[src/rtl/rxq_pkg.sv]
package rxq_pkg;
  parameter int unsigned RXQ_DW        = 8;
  parameter int unsigned RXQ_DEPTH     = 16;
  parameter int unsigned RXQ_CNT_W     = 8;
  parameter int unsigned RXQ_IDLE_TCKS = 8;
  parameter int unsigned RXQ_THR_RST   = 8;
endpackage

[src/rtl/rxq_store.sv]
module rxq_store #(
  parameter int unsigned DW    = 8,
  parameter int unsigned DEPTH = 16,
  localparam int unsigned AW   = $clog2(DEPTH),
  localparam int unsigned CW   = $clog2(DEPTH + 1)
) (
  input  logic          clk,
  input  logic          rst,
  input  logic          flush,
  input  logic          push,
  input  logic          pop,
  input  logic [DW-1:0] wdata,
  output logic [DW-1:0] rdata,
  output logic [CW-1:0] cnt,
  output logic [CW-1:0] cnt_nxt
);
  logic [DW-1:0] mem [DEPTH];
  logic [AW-1:0] wptr, rptr;

  function automatic logic [AW-1:0] wrap_inc(input logic [AW-1:0] p);
    return (p == AW'(DEPTH - 1)) ? '0 : p + 1'b1;
  endfunction

  always_comb begin
    cnt_nxt = cnt;
    if (flush)            cnt_nxt = '0;
    else if (push && !pop) cnt_nxt = cnt + 1'b1;
    else if (pop && !push) cnt_nxt = cnt - 1'b1;
  end

  // storage array without reset so it maps onto block RAM
  always_ff @(posedge clk) begin
    if (push) mem[wptr] <= wdata;
  end

  always_ff @(posedge clk) begin
    if (rst)      rdata <= '0;
    else if (pop) rdata <= mem[rptr];
  end

  always_ff @(posedge clk) begin
    if (rst || flush) begin
      wptr <= '0;
      rptr <= '0;
      cnt  <= '0;
    end else begin
      if (push) wptr <= wrap_inc(wptr);
      if (pop)  rptr <= wrap_inc(rptr);
      cnt <= cnt_nxt;
    end
  end
endmodule

[src/rtl/rxq_idle_timer.sv]
module rxq_idle_timer #(
  parameter int unsigned TICKS = 8,
  localparam int unsigned TW   = $clog2(TICKS + 1)
) (
  input  logic clk,
  input  logic rst,
  input  logic active,
  input  logic restart,
  input  logic tick,
  output logic hit,
  output logic hit_nxt
);
  logic [TW-1:0] tcnt, tcnt_nxt;

  always_comb begin
    tcnt_nxt = tcnt;
    hit_nxt  = hit;
    if (!active || restart) begin
      tcnt_nxt = '0;
      hit_nxt  = 1'b0;
    end else if (tick && !hit) begin
      tcnt_nxt = tcnt + 1'b1;
      if (tcnt_nxt == TW'(TICKS)) hit_nxt = 1'b1;
    end
  end

  always_ff @(posedge clk) begin
    if (rst) begin
      tcnt <= '0;
      hit  <= 1'b0;
    end else begin
      tcnt <= tcnt_nxt;
      hit  <= hit_nxt;
    end
  end
endmodule

[src/rtl/rxq_ready_ctl.sv]
module rxq_ready_ctl
  import rxq_pkg::*;
#(
  parameter int unsigned DW         = RXQ_DW,
  parameter int unsigned DEPTH      = RXQ_DEPTH,
  parameter int unsigned CNT_W      = RXQ_CNT_W,
  parameter int unsigned IDLE_TICKS = RXQ_IDLE_TCKS,
  parameter int unsigned THR_RESET  = RXQ_THR_RST,
  localparam int unsigned CW        = $clog2(DEPTH + 1)
) (
  input  logic             clk,
  input  logic             rst,
  input  logic             rx_strobe,
  input  logic [DW-1:0]    rx_byte,
  input  logic             rx_err,
  input  logic             rd_strobe,
  input  logic             en_wr,
  input  logic             en_val,
  input  logic             flush,
  input  logic             idle_en,
  input  logic             thr_wr,
  input  logic [CNT_W-1:0] thr_wdata,
  input  logic             baud_tick,
  output logic [CNT_W-1:0] count,
  output logic [DW-1:0]    rd_data,
  output logic             ready,
  output logic             overrun,
  output logic             fifo_en
);
  logic [CW-1:0]    cnt_q, cnt_nxt;
  logic [CNT_W-1:0] thr_q, thr_nxt;
  logic             full, empty, push_ok, pop_ok, drop, active, restart;
  logic             hit, hit_nxt, en_nxt;

  assign full    = (cnt_q == CW'(DEPTH));
  assign empty   = (cnt_q == '0);
  assign push_ok = rx_strobe && fifo_en && !full && !flush;
  assign drop    = rx_strobe && fifo_en &&  full && !flush;
  assign pop_ok  = rd_strobe && fifo_en && !empty && !flush;
  assign active  = fifo_en && idle_en && !empty && (CNT_W'(cnt_q) < thr_q);
  assign restart = push_ok || pop_ok || flush;
  assign thr_nxt = thr_wr ? thr_wdata : thr_q;
  assign en_nxt  = rx_err ? 1'b0 : (en_wr ? en_val : fifo_en);
  assign count   = CNT_W'(cnt_q);

  rxq_store #(.DW(DW), .DEPTH(DEPTH)) u_store (
    .clk    (clk),
    .rst    (rst),
    .flush  (flush),
    .push   (push_ok),
    .pop    (pop_ok),
    .wdata  (rx_byte),
    .rdata  (rd_data),
    .cnt    (cnt_q),
    .cnt_nxt(cnt_nxt)
  );

  rxq_idle_timer #(.TICKS(IDLE_TICKS)) u_idle (
    .clk    (clk),
    .rst    (rst),
    .active (active),
    .restart(restart),
    .tick   (baud_tick),
    .hit    (hit),
    .hit_nxt(hit_nxt)
  );

  always_ff @(posedge clk) begin
    if (rst) begin
      thr_q   <= CNT_W'(THR_RESET);
      fifo_en <= 1'b0;
      overrun <= 1'b0;
      ready   <= 1'b0;
    end else begin
      thr_q   <= thr_nxt;
      fifo_en <= en_nxt;
      if (flush)     overrun <= 1'b0;
      else if (drop) overrun <= 1'b1;
      ready   <= (CNT_W'(cnt_nxt) >= thr_nxt) || hit_nxt;
    end
  end
endmodule

[config.mk]
export PLATFORM = sky130hd
export DESIGN_NAME = rxq_ready_ctl
export DESIGN_NICKNAME = d
export VERILOG_FILES = /design/src/rtl/rxq_pkg.sv /design/src/rtl/rxq_store.sv /design/src/rtl/rxq_idle_timer.sv /design/src/rtl/rxq_ready_ctl.sv
export SDC_FILE = /design/constraint.sdc
export NUM_CORES = 1
export LEC_CHECK = 0
export BUFFER_PORTS_ARGS = -buffer_cell sky130_fd_sc_hd__buf_2
export CORE_MARGIN = 10
export CORE_UTILIZATION = 23
export CTS_CLUSTER_DIAMETER = 80
export CTS_CLUSTER_SIZE = 30
export DETAILED_ROUTE_END_ITERATION = 6
export SYNTH_ARGS = -nofsm -noshare
export SYNTH_HDL_FRONTEND = slang
export SYNTH_SLANG_ARGS = --single-unit
[constraint.sdc]
create_clock -name clk -period 3 [get_ports clk]
set_input_delay 0.3 -clock clk [delete_from_list [all_inputs] [get_ports clk]]
set_output_delay 0.3 -clock clk [all_outputs]
set_load 0.02 [all_outputs]
==> results_dict.tcl, run 1 <==
set metrics [dict create \
    yosys-top-cells-area "edfxtp_1 55%, dfxtp_1 11%, mux4_2 5.2%, mux2i_1 4.8%, a211oi_1 3.9%" \
    syn_avg_cell_area_um2 14.7 \
    place_inst 911 \
    post-route-min-period_ps 2790 \
    finalWirelength_mm 15.3 \
    nets 584 \
    fin_setup_tns_ps 0 \
    hold_depth 2 \
    core_um2 29700 \
    leakage_uw 0.00274 \
    skew_ps 8.58 \
    diodes 0 \
    p_int_uw 3620 \
    max_freq_ghz 0.358 \
    grt_pass1_vias 4127 \
    synth_top_flop_cell "edfxtp_1" \
    peakVddDrop_mv 0.373 \
    whs_endpoint "fifo_en" \
    final_util_pct 28.1 \
    ys_seq_area_share_pct 66.1 \
    slew_viol_final 0 \
    holdWs_ps 36.3 \
    syn2layout_area_growth_pct 20.4 \
    initial_utilization_pct 23.3 \
    synthTopCellsByCount "128 x edfxtp_1, 41 x nor2_1, 37 x dfxtp_1" \
    async_flop_share_pct 0 \
    reg2reg_slack_ps 210 \
    wl_per_cell_um 16.3 \
    tightest_slew_ps 611 \
    drt_first_iter_violations 365 \
    clk_pin_slew_ps 70 \
    rr_startpoint "u_store.cnt[0]" \
    switching_share_pct 23.0 \
    synth_edf_count 128 \
    pwr_density_cell_nw_per_um2 563 \
    hold_buffers 0 \
    htree_levels 4 \
    drt.antenna.violating_nets 0 \
    die_h_um 194 \
    die_w_um 194 \
    setup_viol 0 \
    cp.arrival_ps 3150 \
    io_pins 46 \
    num_rows 63 \
    clockBufferDepth 2 \
    clock_latency_ps 430 \
    grt-ovfl-total 0 \
    critPathRequiredTime_ps 3350 \
    rsz0062_at_grt "false" \
    port_buffers 42 \
    antenna_found_initial 1 \
    cp-start-kind "flip-flop" \
    die_area_um2 37500 \
    gp_congestion 0.786 \
    vias 4093 \
    power.switching_uw 1080 \
    combPwrFrac_pct 2.4 \
    synth_largest_area_cell "edfxtp_1" \
    crit_type "flip-flop to flip-flop" \
    fin_crit_sh_pct 93.1 \
    synthCells 473 \
    drc 0 \
    hold_viol_final 0 \
    ys_warn_count 0 \
    synth_top_area_share_pct 55.5 \
    cp-end-kind "flip-flop" \
    synth_cell_types 57 \
    yosysMostFrequentCell "edfxtp_1" \
    cts_tree "built" \
    root_buffer "clkbuf_16" \
    min_path_type "input port to flip-flop" \
    final_layout_size_suffix_gt1_share_pct 24.1 \
    via_per_inst 4.34 \
    grt_pass1_wl_mm 24.0 \
    slew_headroom_pct 59.2 \
    grt_max_degree 23 \
    clkSinkCount 165 \
    fin_ws_ps 208 \
    ff2ff_path_depth 12 \
    cap_violations 0 \
    cp_max_fo 4 \
    min_from "rx_err" \
    drt_first_pass_iters 4 \
    fin_cells 943 \
    power_frac_seq_pct 52.5 \
    dp_slack_ps 153 \
    clkPwrFrac_pct 45.0 \
    cts_buffers 17 \
    r2r_end "ready" \
    dp_hpwl_mm 10.4 \
    status "completed" \
    grt_usage_pct 8.25 \
    ys_seq_elements 165 \
    syn-cell-area_um2 6930 \
]
==> metrics by stage <==
stage | cell area (um^2) | power [uW]
floorplan | 6940 | 2570
global placement | 7720 | 2630
detailed placement | 7720 | 2630
CTS | 8300 | 4740
global route | 8340 | 4870
finish | 8340 | 4700
==> cell usage in the layout, fill, tap and decap left out, drive strengths merged, types with 4 or more instances in the layout <==
cell type	count
edfxtp	128
mux2i	33
nand2b	5
o21ai	13
clkbuf	18
nor3	6
nand2	17
ha	17
dfxtp	37
a211oi	36
nor2	42
a21oi	14
mux4	16
inv	17
buf	72
o22ai	10
xor2	5
xnor2	4
nor2b	12
==> sequential cells by signal, indices dropped and copies added (netlist names) <==
signal,count
fifo_en,1
overrun,1
ready,1
thr_q,8
u_idle.hit,1
u_idle.tcnt,4
u_store.cnt,5
u_store.mem,128
u_store.rdata,8
u_store.rptr,4
u_store.wptr,4
==> cell families (layout without fill, tap and decap cells) <==
| logic type | count (synthesis) | in the layout | share of synthesized area [%] |
|---|---|---|---|
| other | 1 | 3 | 0.0541 |
| and+or+nand+nor | 109 | 109 | 8.25 |
| DFF | 165 | 165 | 66.1 |
| adders and majority gates | 18 | 18 | 3.23 |
| AOI/OAI and AO/OA | 87 | 87 | 8.63 |
| buffers and inverters | 34 | 112 | 2.44 |
| muxes | 50 | 50 | 10.1 |
| xor gates and xnor gates | 9 | 9 | 1.14 |
==> layout make-up <==
class	instances	area, um^2
repair buffers	72	435
inverters	8	30.0
fillers	2981	21400
multi-input cells	276	2230
clock buffers	18	429
clock inverters	14	148
flip-flops and latches	165	4590
well taps	390	488
==> routing by layer <==
metal | track usage, % | share of wire [%] | wire (um) | vias to the layer above
li1 | - | - | - | 1961
met1 | 11.6 | 51 | 7780 | 2009
met2 | 11.5 | 42 | 6480 | 109
met3 | 2.70 | 5.8 | 892 | 12
met4 | 2.75 | 1.2 | 182 | 2
met5 | 0 | 0.046 | 7 | -
==> power groups by stage <==
stage	logic (uW)	clock network [uW]	registers [uW]
after floorplan	53.3	0	2520
after CTS	115	2160	2470
after detailed placement	114	0	2520
after global routing	128	2280	2470
final	114	2110	2470
after global placement	112	0	2520
==> repair_timing <==
action / 4_1_cts / 5_1_grt
setup buffers: 0 / 0
gates resized for setup: 0 / 7
endpoints found under the setup margin: 0 / 1
==> worst max-delay path, stage by stage, from the launching register on <==
cell and delay, ps:
dfxtp_1 310, inv_1 100, ha_1 220, or3b_4 430, a21oi_1 210, o2bb2ai_1 110, a211oi_1 270, nor2b_1 170
ha_1 170, o21a_1 130, o22ai_1 60, or4_1 470, o21ai_1 80
==> worst max path at each step <==
stage / startpoint / end / slack, ps / depth (start not counted)
3_5_place_dp: u_store.cnt[0] / ready / 150 / 13
6_report: u_store.cnt[0] / ready / 210 / 12
2_1_floorplan: u_store.cnt[0] / ready / 100 / 13
4_1_cts: u_store.cnt[0] / ready / 140 / 13
5_1_grt: u_store.cnt[0] / ready / 2 / 13
3_3_place_gp: u_store.cnt[0] / ready / 220 / 13
No activity file was read; power rests on OpenSTA's default activity.
==> run 2, diff against run 1 <==
Settings changed: BUFFER_PORTS_ARGS -buffer_cell sky130_fd_sc_hd__buf_2 to -buffer_cell sky130_fd_sc_hd__buf_4, CELL_PAD_IN_SITES_DETAIL_PLACEMENT set to 1, CELL_PAD_IN_SITES_GLOBAL_PLACEMENT set to 1, PLACE_DENSITY_LB_ADDON set to 0.1.
==> results_dict.tcl, run 2 (synthesis gave the netlist of run 1 again) <==
set metrics [dict create \
    crit_path_top_delay_cell "or4_1" \
    post-route-min-period_ps 2790 \
    antenna_found_initial 0 \
    crit_path_start "u_store.cnt[0]" \
    grt_pass1_vias 4524 \
    syn2layout_area_growth_pct 24.0 \
    die_w_um 194 \
    die_h_um 194 \
    pwr_density_cell_nw_per_um2 559 \
    clockBufferDepth 2 \
    clk_pin_slew_ps 70 \
    diodes 0 \
    cp-start-kind "flip-flop" \
    tightest_slew_ps 693 \
    wl_per_cell_um 20.2 \
    vias 4198 \
    via_per_inst 4.42 \
    num_rows 63 \
    crit_path_frequent_cell "ha_2" \
    reg_top3 "u_store.mem: 128 flops, thr_q: 8 flops, u_store.rdata: 8 flops" \
    cp-end-kind "flip-flop" \
    fin_crit_sh_pct 92.9 \
    port_buffers 42 \
    cp.arrival_ps 3140 \
    nets 591 \
    mostFrequentLayoutCell "edfxtp_1" \
    finalPower_uw 4810 \
    design_area_um2 8590 \
    cts_buffers 17 \
    drt.antenna.violating_nets 0 \
    final_util_pct 28.9 \
    core_um2 29700 \
    clock_latency_ps 430 \
    cp_max_fo 9 \
    final_cell_mix "128 x edfxtp_1, 77 x buf_4, 41 x nor2_1, 36 x dfxtp_1, 35 x a211oi_1" \
    slowest_delay_ps 460 \
    min_from "rx_err" \
    hold_viol_final 0 \
    grt_max_degree 25 \
    drc 0 \
    final_layout_size_suffix_gt1_share_pct 26.4 \
    htree_levels 4 \
    finalWirelength_mm 19.2 \
    placed_area_um2 7870 \
    crit_buf_inv 2 \
    max_freq_ghz 0.359 \
    grt_pass1_wl_mm 29.0 \
    largest_register "u_store.mem" \
    cp_top_family "simple AND/OR/NAND/NOR gates" \
    cts_tree "built" \
    cap_violations 0 \
    grt-ovfl-total 0 \
    drt_first_iter_violations 127 \
    slew_viol_final 0 \
    min_path_type "input port to flip-flop" \
    drt_first_pass_iters 6 \
    place_inst 915 \
    status "completed" \
    dp_hpwl_mm 13.1 \
    clkSinkCount 165 \
    skew_ps 15.2 \
    io_pins 46 \
    initial_utilization_pct 23.3 \
    worstPathCellList "inv_1, ha_2, nor3b_4, a21oi_4, buf_4, a221oi_4, a211oi_2, nor2b_2, ha_2, o21a_1, o22ai_1, or4_1, o21ai_1" \
    grt_usage_pct 10.1 \
    fin_cells 950 \
    root_buffer "clkbuf_16" \
    holdWs_ps 49.9 \
    leakage_uw 0.00282 \
    largest_reg_flops 128 \
    die_area_um2 37500 \
    rr_startpoint "u_store.cnt[0]" \
    peakVddDrop_mv 0.309 \
    gp_congestion 0.775 \
    setup_viol 0 \
    crit_type "flip-flop to flip-flop" \
    slew_headroom_pct 53.4 \
    critPathRequiredTime_ps 3360 \
]
==> run 2: timing repair <==
action / 4_1_cts / 5_1_grt
buffers inserted: 0 / 3
setup endpoints to repair: 0 / 1
resized for setup: 0 / 17
hold buffers: 0 / 0
==> run 2: layout make-up <==
cell class | count | area (um^2)
Clock buffer | 17 | 425
Clock inverter | 15 | 173
Fill cell | 3153 | 21100
Inverter | 8 | 30.0
Multi-Input combinational cell | 276 | 2280
Sequential cell | 165 | 4590
Tap cell | 390 | 488
Timing Repair Buffer | 79 | 609
==> run 2: where the power goes <==
group / internal, uW / leakage (uW) / switching, uW
Combinational: 56.1 / 0.00107 / 85.6
Sequential: 2460 / 0.00145 / 4.47
Clock: 1130 / 0.000293 / 1070
==> run 2: metrics by stage <==
stage          setup WS (ps)  TNS (ps)
3_3_place_gp             173         0
3_5_place_dp            22.3         0
6_report                 213         0
2_1_floorplan            102         0
4_1_cts                 4.25         0
5_1_grt                -44.3     -44.3
==> run 2: path summary, 6_finish.rpt <==
path,endpoint,slack (ps),cells past startpoint
hold reg to reg,overrun,490,2
setup reg to reg,ready,210,13
setup / recovery,ready,210,13
hold / removal,fifo_en,50,2
==> run 2: metal layers <==
metal  vias up  GRT usage (%)  share of wire [%]
met3         9           2.40                3.0
met4         0           2.32               0.67
li1       1969              -                  -
met2        65           16.6                 49
met1      2155           13.2                 48
met5         -              0                  0
==> run 3, diff against run 2 <==
Settings changed: CORE_UTILIZATION 23 to 50, REMOVE_ABC_BUFFERS set to 1.
==> results_dict.tcl, run 3 (synthesis gave the netlist of run 1 again) <==
set metrics [dict create \
    cp_max_fo 4 \
    wl_per_cell_um 22.7 \
    met1_usage_pct 22.7 \
    combPwrFrac_pct 2.7 \
    max_freq_ghz 0.347 \
    fin_setup_tns_ps 0 \
    diodes 0 \
    design_area_um2 8170 \
    clk_pin_slew_ps 60 \
    clock_latency_ps 420 \
    finalWirelength_mm 16.5 \
    min_from "rx_err" \
    mostFrequentLayoutCell "edfxtp_1" \
    core_um2 13400 \
    initial_utilization_pct 51.7 \
    ff2ff_path_depth 13 \
    largest_reg_flops 128 \
    io_pins 46 \
    crit_path_start "u_store.cnt[0]" \
    drc 0 \
    grt_usage_pct 18.0 \
    leakage_uw 0.00274 \
    nets 580 \
    htree_levels 4 \
    status "completed" \
    pwr_density_cell_nw_per_um2 581 \
    cp-start-kind "flip-flop" \
    switching_share_pct 19.4 \
    reg_top3 "u_store.mem: 128 flops, thr_q: 8 flops, u_store.rdata: 8 flops" \
    fin_ws_ps 117 \
    antenna_found_initial 0 \
    drt_first_pass_iters 4 \
    die_area_um2 19000 \
    hold_depth 2 \
    reg2reg_slack_ps 120 \
    syn2layout_area_growth_pct 17.8 \
    min_path_type "input port to flip-flop" \
    slew_headroom_pct 41.1 \
    use_met2_pct 29.7 \
    n_fill_cell 1261 \
    dp_slack_ps 157 \
    fin_crit_sh_pct 96.1 \
    grt_pass1_wl_mm 25.3 \
    slew_viol_final 0 \
    final_layout_size_suffix_gt1_share_pct 22.6 \
    rr_startpoint "u_store.cnt[0]" \
    clkSinkCount 165 \
    grt_pass1_vias 4435 \
    dp_hpwl_mm 11.2 \
    clockBufferDepth 2 \
    grt_most_used_layer "met2" \
    p_int_uw 3820 \
    die_h_um 138 \
    vias 4197 \
    cap_violations 0 \
    largest_register "u_store.mem" \
    via_per_inst 5.79 \
    hold_viol_final 0 \
    r2r_end "ready" \
    skew_ps 7.71 \
    critPathRequiredTime_ps 3290 \
    placed_area_um2 7550 \
    peakVddDrop_mv 0.397 \
    drt.antenna.violating_nets 0 \
    port_buffers 42 \
    cp-end-kind "flip-flop" \
    clkPwrFrac_pct 45.2 \
    final_cell_mix "128 x edfxtp_1, 65 x buf_4, 41 x nor2_1, 36 x dfxtp_1, 35 x a211oi_1" \
    gp_congestion 0.855 \
    num_rows 42 \
    tightest_slew_ps 882 \
    holdWs_ps 27.9 \
    grt-ovfl-total 0 \
    hold_buffers 0 \
    die_w_um 138 \
    grt_max_degree 25 \
    power.switching_uw 919 \
    use_met3_pct 5.13 \
    cp.arrival_ps 3170 \
    post-route-min-period_ps 2880 \
    root_buffer "clkbuf_16" \
    power_frac_seq_pct 52.1 \
    setup_viol 0 \
    crit_type "flip-flop to flip-flop" \
    whs_endpoint "fifo_en" \
    cts_tree "built" \
    drt_first_iter_violations 202 \
    cts_buffers 17 \
]
[run 3: cell types whose count changed in the layout (fill, tap and decap cells not counted), moves of 2 or more]
cell        previous run  this run
buf_4                 77        65
bufinv_16              0         3
clkbuf_1               0         6
clkinv_8               5         0
clkinvlp_4             0         3
ha_1                  15        17
ha_2                   2         0
inv_6                  6         1
inv_8                  3         0
[run 3: layout make-up]
type | count | area (um^2) | share of cell area (%)
inverter | 8 | 30.0 | 0.368
clock buffer | 23 | 448 | 5.48
multi-input combinational | 276 | 2210 | 27.1
sequential | 165 | 4590 | 56.2
tap | 176 | 220 | 2.70
clock inverter | 9 | 131 | 1.61
timing repair buffer | 68 | 539 | 6.60
[run 3: stage by stage]
stage | util (%) | total power, uW | instances
global route | 60.9 | 4880 | 725
finish | 60.9 | 4740 | 725
detailed placement | 56.3 | 2650 | 692
CTS | 60.7 | 4770 | 724
floorplan | - | 2560 | 449
global placement | 56.3 | 2640 | 692
[run 3: how the worst max path moves through the flow]
stage	endpoint	slack [ps]
after floorplan	ready	-20
after global placement	ready	180
after detailed placement	ready	160
after CTS	ready	140
after global routing	ready	-100
final	ready	120
[run 3: worst max-delay path, cell delays in order, from the launching register on]
cell and delay (ps):
dfxtp_1 310, inv_1 100, ha_1 230, nor3b_4 320
a21oi_4 100, xnor2_1 220, xnor2_1 120, or2_1 220
ha_1 260, nand2b_1 140, a21o_1 170, a2111oi_0 330
or4_1 160, o21ai_1 60
[run 3: repair_timing]
action,4_1_cts,5_1_grt
setup endpoints to repair,0,1
gates resized for setup,0,5
setup buffers,0,1
[run 3: routing by layer]
layer / routed length [um] / vias to the layer above / share of wire [%]
met5: 0 / - / 0
met4: 173 / 0 / 1.1
met3: 1040 / 15 / 6.3
met2: 8280 / 102 / 50
met1: 6970 / 2138 / 42
li1: - / 1942 / -
[run 3: power groups by stage]
| stage | clock network (uW) | registers (uW) | logic [uW] |
|---|---|---|---|
| final | 2150 | 2470 | 126 |
| after global routing | 2270 | 2470 | 138 |
| after CTS | 2180 | 2470 | 126 |
| after detailed placement | 0 | 2520 | 126 |
| after global placement | 0 | 2520 | 120 |
| after floorplan | 0 | 2520 | 42.5 |
